<file path="src/rtl/wdiv_pkg.sv">
// Shared types for the double-width divider.
package wdiv_pkg;
    typedef enum logic [1:0] {
        ST_IDLE = 2'd0,
        ST_RUN  = 2'd1,
        ST_FIX  = 2'd2
    } wdiv_state_t;
endpackage

</file>
<file path="src/rtl/wdiv_prep.sv">
// Operand conditioning: turns the dividend and divisor into magnitudes and
// records the signs of quotient and remainder. Assumes is_signed is low for
// unsigned and sign-extend operations, so the raw operands pass through unchanged.
module wdiv_prep #(
    parameter int N = 32
) (
    input  logic [N-1:0]   hi,
    input  logic [N-1:0]   lo,
    input  logic [N-1:0]   dvsr,
    input  logic           is_signed,
    output logic [2*N-1:0] dvd_mag,
    output logic [N-1:0]   dvsr_mag,
    output logic           q_neg,
    output logic           r_neg
);
    logic [2*N-1:0] full;
    logic           neg_d;
    logic           neg_s;

    // Compute the magnitudes and the result sign flags
    always_comb begin
        full     = {hi, lo};
        neg_d    = is_signed & hi[N-1];
        neg_s    = is_signed & dvsr[N-1];
        dvd_mag  = neg_d ? -full : full;
        dvsr_mag = neg_s ? -dvsr : dvsr;
        q_neg    = neg_d ^ neg_s;
        r_neg    = neg_d;
    end
endmodule

</file>
<file path="src/rtl/wdiv_step.sv">
// Restoring division datapath: one quotient bit per step over a 2N-bit
// dividend. Assumes the divisor is nonzero whenever step is asserted.
module wdiv_step #(
    parameter int N = 32
) (
    input  logic           clk,
    input  logic           rst_n,
    input  logic           load,
    input  logic           step,
    input  logic [2*N-1:0] dvd_mag,
    input  logic [N-1:0]   dvsr_mag,
    output logic [2*N-1:0] qmag,
    output logic [N-1:0]   rmag
);
    logic [2*N-1:0] dq;
    logic [N-1:0]   rem;
    logic [N-1:0]   dvs;
    logic [N:0]     shifted;
    logic [N:0]     diff;
    logic           take;

    // Trial subtraction of the divisor from the shifted partial remainder
    always_comb begin
        shifted = {rem, dq[2*N-1]};
        diff    = shifted - {1'b0, dvs};
        take    = (shifted >= {1'b0, dvs});
    end

    // Load operands or advance one iteration
    always_ff @(posedge clk) begin
        if (!rst_n) begin
            dq  <= '0;
            rem <= '0;
            dvs <= '0;
        end else if (load) begin
            dq  <= dvd_mag;
            rem <= '0;
            dvs <= dvsr_mag;
        end else if (step) begin
            dq  <= {dq[2*N-2:0], take};
            rem <= take ? diff[N-1:0] : shifted[N-1:0];
        end
    end

    assign qmag = dq;
    assign rmag = rem;

    // the partial remainder always stays below the divisor while iterating
    a_r1_rem_below_divisor: assert property (@(posedge clk) disable iff (!rst_n)
        step |-> (rem < dvs));
endmodule

</file>
<file path="src/rtl/wdiv_fix.sv">
// Result fix-up: applies signs to quotient and remainder magnitudes and
// decides whether the quotient fits in N bits for the selected mode.
module wdiv_fix #(
    parameter int N = 32
) (
    input  logic [2*N-1:0] qmag,
    input  logic [N-1:0]   rmag,
    input  logic           is_signed,
    input  logic           q_neg,
    input  logic           r_neg,
    output logic [N-1:0]   quo,
    output logic [N-1:0]   rem,
    output logic           ovf
);
    localparam logic [2*N-1:0] SLIM = {{N{1'b0}}, 1'b1, {(N-1){1'b0}}};

    // Decide overflow and apply signs
    always_comb begin
        if (is_signed)
            ovf = q_neg ? (qmag > SLIM) : (qmag >= SLIM);
        else
            ovf = |qmag[2*N-1:N];
        quo = q_neg ? -qmag[N-1:0] : qmag[N-1:0];
        rem = r_neg ? -rmag : rmag;
    end
endmodule

</file>
<file path="src/rtl/wide_divider.sv">
// Double-width sequential divider top: start/busy/done control, error
// detection and result registers. Assumes operands are stable in the
// cycle start is sampled; they are captured at that edge.
module wide_divider
    import wdiv_pkg::*;
#(
    parameter int N = 32
) (
    input  logic         clk,
    input  logic         rst_n,
    input  logic         start,
    input  logic [1:0]   op,
    input  logic [N-1:0] dvd_hi,
    input  logic [N-1:0] dvd_lo,
    input  logic [N-1:0] dvsr,
    output logic         busy,
    output logic         done,
    output logic         err,
    output logic [N-1:0] res_hi,
    output logic [N-1:0] res_lo
);
    localparam int ITER = 2 * N;
    localparam int CW   = $clog2(ITER);

    wdiv_state_t    state;
    logic [CW-1:0]  cnt;
    logic           sgn_r, qneg_r, rneg_r, sext_r, zero_r;
    logic           in_signed, load;
    logic [2*N-1:0] dvd_mag, qmag;
    logic [N-1:0]   dvsr_mag, rmag, quo, rem;
    logic           q_neg, r_neg, ovf;

    assign in_signed = ~op[1] & op[0];
    assign load      = (state == ST_IDLE) && start;
    assign busy      = (state != ST_IDLE);

    wdiv_prep #(.N(N)) prep_i (
        .hi(dvd_hi), .lo(dvd_lo), .dvsr(dvsr), .is_signed(in_signed),
        .dvd_mag(dvd_mag), .dvsr_mag(dvsr_mag), .q_neg(q_neg), .r_neg(r_neg)
    );

    wdiv_step #(.N(N)) step_i (
        .clk(clk), .rst_n(rst_n), .load(load), .step(state == ST_RUN),
        .dvd_mag(dvd_mag), .dvsr_mag(dvsr_mag), .qmag(qmag), .rmag(rmag)
    );

    wdiv_fix #(.N(N)) fix_i (
        .qmag(qmag), .rmag(rmag), .is_signed(sgn_r), .q_neg(qneg_r),
        .r_neg(rneg_r), .quo(quo), .rem(rem), .ovf(ovf)
    );

    // Control sequence, error flag and result registers
    always_ff @(posedge clk) begin
        if (!rst_n) begin
            state  <= ST_IDLE;
            cnt    <= '0;
            sgn_r  <= 1'b0;
            qneg_r <= 1'b0;
            rneg_r <= 1'b0;
            sext_r <= 1'b0;
            zero_r <= 1'b0;
            done   <= 1'b0;
            err    <= 1'b0;
            res_hi <= '0;
            res_lo <= '0;
        end else begin
            done <= 1'b0;
            case (state)
                ST_IDLE: if (start) begin
                    err    <= 1'b0;
                    cnt    <= '0;
                    sgn_r  <= in_signed;
                    qneg_r <= q_neg;
                    rneg_r <= r_neg;
                    sext_r <= op[1];
                    zero_r <= ~op[1] & (dvsr == '0);
                    state  <= (op[1] || dvsr == '0) ? ST_FIX : ST_RUN;
                end
                ST_RUN: begin
                    cnt <= cnt + CW'(1);
                    if (cnt == CW'(ITER - 1))
                        state <= ST_FIX;
                end
                default: begin
                    done  <= 1'b1;
                    state <= ST_IDLE;
                    if (sext_r) begin
                        res_hi <= {N{qmag[N-1]}};
                        res_lo <= qmag[N-1:0];
                    end else if (zero_r || ovf) begin
                        err <= 1'b1;
                    end else begin
                        res_hi <= rem;
                        res_lo <= quo;
                    end
                end
            endcase
        end
    end

    // done lasts a single cycle
    a_r8_done_single: assert property (@(posedge clk) disable iff (!rst_n)
        done |=> !done);
    // busy only drops in the done cycle
    a_r9_busy_ends_with_done: assert property (@(posedge clk) disable iff (!rst_n)
        $fell(busy) |-> done);
    // busy only rises after an accepted start
    a_r9_busy_needs_start: assert property (@(posedge clk) disable iff (!rst_n)
        $rose(busy) |-> $past(start));
    // a zero divisor ends in an error
    a_r5_zero_flags_err: assert property (@(posedge clk) disable iff (!rst_n)
        (state == ST_FIX && zero_r) |=> (err && done));
    // results are untouched when an error is reported
    a_r6_hold_on_err: assert property (@(posedge clk) disable iff (!rst_n)
        (done && err) |-> ($stable(res_hi) && $stable(res_lo)));
    // sign-extend never reports an error
    a_r7_sext_no_err: assert property (@(posedge clk) disable iff (!rst_n)
        (state == ST_FIX && sext_r) |=> !err);
endmodule

</file>
<file path="config.mk">
export PLATFORM = sky130hd
export DESIGN_NAME = wide_divider
export DESIGN_NICKNAME = d
export VERILOG_FILES = /design/src/rtl/wdiv_pkg.sv /design/src/rtl/wdiv_prep.sv /design/src/rtl/wdiv_step.sv /design/src/rtl/wdiv_fix.sv /design/src/rtl/wide_divider.sv
export SDC_FILE = /design/constraint.sdc
export NUM_CORES = 1
export LEC_CHECK = 0
export ABC_AREA = 0
export BUFFER_PORTS_ARGS = -buffer_cell sky130_fd_sc_hd__buf_2
export CORE_UTILIZATION = 55
export CTS_BUF_LIST = sky130_fd_sc_hd__clkbuf_16
export DETAILED_ROUTE_END_ITERATION = 7
export PLACE_DENSITY = 0.76
export SLEW_MARGIN = 10
export SYNTH_ARGS = -nofsm -noshare
export SYNTH_HDL_FRONTEND = slang
export SYNTH_SLANG_ARGS = --single-unit
export TNS_END_PERCENT = 1
</file>
<file path="constraint.sdc">
create_clock -name clk -period 6 [get_ports clk]
set_input_delay 1.2 -clock clk [delete_from_list [all_inputs] [get_ports clk]]
set_output_delay 1.2 -clock clk [all_outputs]
set_load 0.03 [all_outputs]
</file>
# ---- Yosys cells after proc, flatten, opt, wreduce, memory -nomap -nowiden
# Index checks and enable logic that the tools add are counted.
dict set report word_totals {
  wordCells 79
  out_inout_bits 67
  inputBits 101
  ff_bits 207
}
dict set report op_classes {
  magnitude_cmp 3
  reduce_logical 17
  n_bitwise 9
  n_eq_ne 6
  n_mux 24
  n_addsub 6
}
# operator n
set op_table {}
lappend op_table {{$mux 32} 8}
lappend op_table {{$mux 64} 3}
lappend op_table {{$neg 32->32} 3}
lappend op_table {{$ge 64x32->1 const B} 1}
lappend op_table {{$gt 64x32->1 const B} 1}
lappend op_table {{$neg 64->64} 1}
lappend op_table {{$ge 33x32->1} 1}
lappend op_table {{$logic_not 32->1} 1}
lappend op_table {{$reduce_or 32->1} 1}
lappend op_table {{$sub 32x32->32} 1}
lappend op_table {{$pmux 6 s2} 1}
lappend op_table {{$reduce_and 2->1} 4}
lappend op_table {{$reduce_bool 2->1} 4}
lappend op_table {{$add 6x1->6 const B} 1}
lappend op_table {{$eq 6x6->1 const B} 1}
lappend op_table {{$mux 1} 6}
lappend op_table {{$mux 2} 3}
lappend op_table {{$mux 6} 1}
lappend op_table {{$ne 2x2->1 const B} 3}
lappend op_table {{$and 1x1->1} 4}
lappend op_table {{$not 1->1} 4}
lappend op_table {{$pmux 2 s2} 1}
lappend op_table {{$reduce_and 4->1} 1}
lappend op_table {{$reduce_or 2->1} 2}
lappend op_table {{7 further kinds} 8}

# ---- Depth between registers and ports, before layout
dict set report depth {
  ltp_word 7
  ltp_mapped 13
  ltp_nobuf 11
}

# ---- Modules after synthesis
# Synthesis repeated with hierarchy kept, for this count alone.
dict set report unflattened {
  cells_unflattened 1861
  hier_area_um2 14781.7
}
# module seq_area_each_um2 instances cells_each area_each_um2
set by_module_without_submodules {}
lappend by_module_without_submodules {wdiv_step 2562.5 1 921 7519.7}
lappend by_module_without_submodules {wide_divider 1581.5 1 374 3502.1}
lappend by_module_without_submodules {wdiv_prep 0.0 1 354 2267.2}
lappend by_module_without_submodules {wdiv_fix 0.0 1 212 1492.7}

# ---- Worst setup path after synthesis
# OpenSTA, ideal clock, no wires.
dict set report synth_path {
  path_kind {input-to-reg}
  startpoint {input port dvd_lo[14]}
  endpoint {register step_i.dq[52] (netlist: step_i.qmag[52])}
  path_slack_ns 2.060
  arrival_ns 3.849
  required_time_ns 5.909
  n_path_buf 0
  path_stages 8
  setup_time_ns 0.091
  path_cell_list {or4_4 -> or4_4 -> or4_4 -> or4_4 -> o31a_1 -> xor2_1 -> nor2_1 -> a311oi_1}
}
dict set report synth_via {
  elab_chain_cells 3
}
# item line_no
set synth_lines {}
lappend synth_lines {{from (decl)} wide_divider.sv:14} ;# input logic [N-1:0] dvd_lo,
lappend synth_lines {{$neg 64->64} wdiv_prep.sv:25} ;# dvd_mag = neg_d ? -full : full;
lappend synth_lines {{$mux 64} wdiv_prep.sv:25}
lappend synth_lines {{$mux 64} wdiv_step.sv:35} ;# end else if (load) begin
lappend synth_lines {{to (signal assigned)} wdiv_step.sv:36} ;# dq <= dvd_mag;
lappend synth_lines {{to (signal assigned)} wdiv_step.sv:40} ;# dq <= {dq[2*N-2:0], take};
lappend synth_lines {{to (decl)} wdiv_step.sv:15} ;# logic [2*N-1:0] dq;
# No other way between the ends.
# A chain may end at the register's enable or synchronous reset.

# ---- Worst setup path after layout
dict set report layout_path {
  startpoint {register step_i.rem[2] (netlist: step_i.rmag[2])}
  endpoint {register step_i.rem[9] (netlist: step_i.rmag[9])}
}
dict set report layout_via {
  elab_chain_cells 2
  word_cells_on_any_way 3
  cone_classes {add/sub (1); order compare (1); mux (1)}
}
# item line_no
set layout_lines {}
lappend layout_lines {{from (decl)} wdiv_step.sv:16} ;# logic [N-1:0] rem;
lappend layout_lines {{from (signal assigned)} wdiv_step.sv:41} ;# rem <= take ? diff[N-1:0] : shifted[N-1:0];
lappend layout_lines {{$sub 32x32->32 / $ge 33x32->1 (equally long branches)} {wdiv_step.sv:25, wdiv_step.sv:26}}
lappend layout_lines {{$mux 32 (*)} wdiv_step.sv:41}
# Every way passes the cells marked *; elsewhere a longest branch is shown, timed or not.

==> reports/metrics.yaml <==
status: "finished clean"
min-delay-path-class: "reg -> reg"
grt_max_degree: 86
synth_xor_area_share_pct: 10.8
crit_cells: 10
max_stage_delay_ns: 0.94
max_freq_mhz: 256
drt_iter0_markers: 1268
cp_max_fo: 22
cpLargestDelayFamily: "compound AO/OA/AOI/OAI gates"
cts-root-buf: "clkbuf_16"
remaining_drc_errors: 0
skew_ns: 0.0223
via_per_inst: 6.23
r2r_end: "step_i.rmag[9]"
muxShareOfSynthArea_pct: 3.11
utilization_pct: 63.6
drtAntennaViolNets: 0
synth_top_area_share_pct: 31.3
synth_fa_ha_area_share_pct: 3.65
synthFlopType: "dfxtp_1"
overflow: 0
slew_violations: 0
place_ws_ns: 1.70
p_leak_uw: 0.00589
die_h_um: 157
synth-seq-cells: 207
endpoint_kind: "flip-flop"
clock_sinks: 207
synthTopCellsByArea: "dfxtp_1 31%, xnor2_1 7.1%, a21oi_1 6.0%, nand2_1 5.0%, nor2_1 5.0%"
synth_simple_gate_area_share_pct: 20.7
r2r_slack_ns: 2.09
diodes: 0
cp_num_buf_inv: 1
antenna_found_initial: 0
drtPass1Iterations: 6
crit_top_cell: "a21oi_1"
grt_pass1_wl_mm: 63.7
rows: 56
drive_gt1_share_pct: 13.5
path_cells: "ha_1 -> nand3_1 -> o21bai_1 -> a21oi_1 -> o21ai_0 -> a2111oi_0 -> or3_1 -> buf_4 -> mux2i_1 -> a21oi_1"
critPathLaunch: "step_i.rmag[2]"
synth.cell_area_um2: 13200
crit-reg2reg-launch: "step_i.rmag[2]"
crit_required_ns: 6.38
dp_hpwl_mm: 29.2
crit_path_start_kind: "flip-flop"
vdd.ir_drop.worst_mv: 0.170
async_flop_share_pct: 0
syn_area_per_cell_um2: 7.71
clk_pin_slew_ns: 0.06
synthCells: 1718
p_per_area_nw_per_um2: 280
pwr-share-seq_pct: 37.4
crit_end: "step_i.rmag[9]"
synth_compound_area_share_pct: 25.6
final_nets: 1952
htreeDepth: 1
cap_violations: 0
fin_crit_sh_pct: 65.1
initial_core_util_pct: 56.3
synth_top_family_by_area: "compound AO/OA/AOI/OAI gates"
gr-usage-all-layers_pct: 32.4
grt_pass1_vias: 11817
wl_mm: 40.4
clkPwrFrac_pct: 35.9
syn_nets: 1857
finalSetupViolCount: 0
rsz0062_at_grt: "no"
gp_congestion: 0.974
io_pins: 168
synth_edf_count: 0
vias: 13367
comb_power_share_pct: 26.8
cts_setup_buffers: 0
final_cell_count_no_fill: 2147
p_int_uw: 2780
relSlewSlack_pct: 23.6
synth_seq_area_share_pct: 31.3
p_total_uw: 4190
p_sw_share_pct: 33.6
crit_slowest_cell: "a2111oi_0"
port_buffers: 167
fin_tns_setup_ns: 0
hold_viol_final: 0
die_w_um: 157
core_um2: 23500
clockBufferDepth: 3
crit_arrival_ns: 4.29
worstMarginPinSlew_ns: 1.14
die-area_um2: 24700
wl_per_cell_um: 18.8
setup_ws_ns: 2.09
critPathKind: "reg -> reg"
ys_warn_count: 0
finalCriticalPeriod_ns: 3.91
clk_latency_ns: 0.53
p_switching_uw: 1410
synth.largest_area_cell: "dfxtp_1"
numCtsBuffers: 24
dp_cells: 2106
area_growth_pct: 13.1
reg2reg_depth: 10
cts.repair.resized: 0
hold_buffers: 0
synth_cell_types: 65
cts_tree: "yes"
power groups by stage:
stage	registers, µW	clock network (µW)	logic, µW
2_1_floorplan	1570	0	803
3_3_place_gp	1590	0	1080
6_report	1570	1500	1120
4_1_cts	1560	1510	1100
5_1_grt	1580	1570	1230
3_5_place_dp	1590	0	1090
cell type report:
| cell class | instances | area (µm²) |
|---|---|---|
| Fill cell | 2136 | 8560 |
| Multi-Input combinational cell | 1344 | 8490 |
| Sequential cell | 207 | 4140 |
| Timing Repair Buffer | 181 | 941 |
| Clock buffer | 24 | 601 |
| Tap cell | 319 | 399 |
| Inverter | 55 | 208 |
| Clock inverter | 17 | 193 |
cell families after synthesis:
family,count (synthesis)
simple gates,582
compound gates,519
flops,207
buf+inv,167
xor+xnor,164
mux,41
fa+ha+maj,38
worst reg2reg max path, cell delays in order, from the launching register on:
cell and delay [ns]:
dfxtp_1 0.39, ha_1 0.40, nand3_1 0.13, o21bai_1 0.22, a21oi_1 0.26, o21ai_0 0.33, a2111oi_0 0.95, or3_1 0.29
buf_4 0.41, mux2i_1 0.29, a21oi_1 0.09
cells in the mapped netlist, types with 5 or more instances:
| cell type | number |
|---|---|
| nor2_1 | 177 |
| inv_1 | 55 |
| o21a_1 | 11 |
| o41ai_1 | 18 |
| a22oi_1 | 6 |
| clkbuf_1 | 97 |
| a21o_1 | 9 |
| xnor2_1 | 107 |
| and2_1 | 9 |
| nor2b_1 | 11 |
| nand4_1 | 13 |
| or2_2 | 9 |
| and3_1 | 8 |
| buf_2 | 5 |
| o31ai_1 | 30 |
| a211oi_1 | 45 |
| o2bb2ai_1 | 15 |
| dfxtp_1 | 207 |
| or4_1 | 16 |
| mux2i_1 | 40 |
| o211ai_1 | 29 |
| ha_1 | 37 |
| or3_1 | 23 |
| a31oi_1 | 17 |
| xor2_1 | 57 |
| nand2_1 | 178 |
| buf_1 | 10 |
| nor3_1 | 45 |
| o22ai_1 | 28 |
| nand3_1 | 33 |
| nor4_1 | 25 |
| a311oi_1 | 33 |
| a21oi_1 | 159 |
| nand3b_1 | 6 |
| a221oi_1 | 9 |
| o21ai_0 | 76 |
| nand2b_1 | 12 |
state kept, by name, summed over array words and instances (netlist names):
signal       flops
res_hi          32
err              1
cnt              6
qneg_r           1
state            2
res_lo          32
done             1
step_i.rmag     32
step_i.dvs      32
sext_r           1
sgn_r            1
rneg_r           1
zero_r           1
step_i.qmag     64
placed cells by master, fill, tap and decap left out, types with 10 or more instances in the layout:
cell type    n
dfxtp_1    207
nand2_1    178
nor2_1     177
buf_2      167
a21oi_1    159
xnor2_1    107
o21ai_0     76
xor2_1      57
inv_1       55
a211oi_1    45
nor3_1      44
mux2i_1     40
ha_1        37
nand3_1     33
a311oi_1    33
o31ai_1     30
o211ai_1    29
o22ai_1     28
nor4_1      25
clkbuf_16   24
or3_1       23
o41ai_1     18
a31oi_1     17
or4_1       16
o2bb2ai_1   15
buf_4       14
nand4_1     13
nand2b_1    11
o21a_1      11
nor2b_1     10
through the flow:
stage / instance area, µm² / hold slack, ns
5_1_grt: 15000 / 0.472
2_1_floorplan: 13200 / 0.432
3_3_place_gp: 14200 / 0.436
6_report: 15000 / 0.445
4_1_cts: 15000 / 0.451
3_5_place_dp: 14200 / 0.442
worst min-delay path by stage:
stage                   start              to  slack, ns  depth (start not counted)
6_report           res_hi[16]      res_hi[16]       0.45                          2
5_1_grt            res_hi[16]      res_hi[16]       0.47                          2
4_1_cts            res_hi[16]      res_hi[16]       0.45                          2
3_5_place_dp       res_hi[29]      res_hi[29]       0.44                          1
3_3_place_gp        res_lo[0]       res_lo[0]       0.44                          2
2_1_floorplan  step_i.dvs[31]  step_i.dvs[31]       0.43                          2
per-layer routing:
layer | global-route usage, % | part of all wire, %
met2 | 49.1 | 44
met1 | 46.5 | 45
met5 | 0 | 0
met4 | 11.8 | 3.2
met3 | 4.41 | 7.8
No activity file was read; power rests on OpenSTA's default activity.
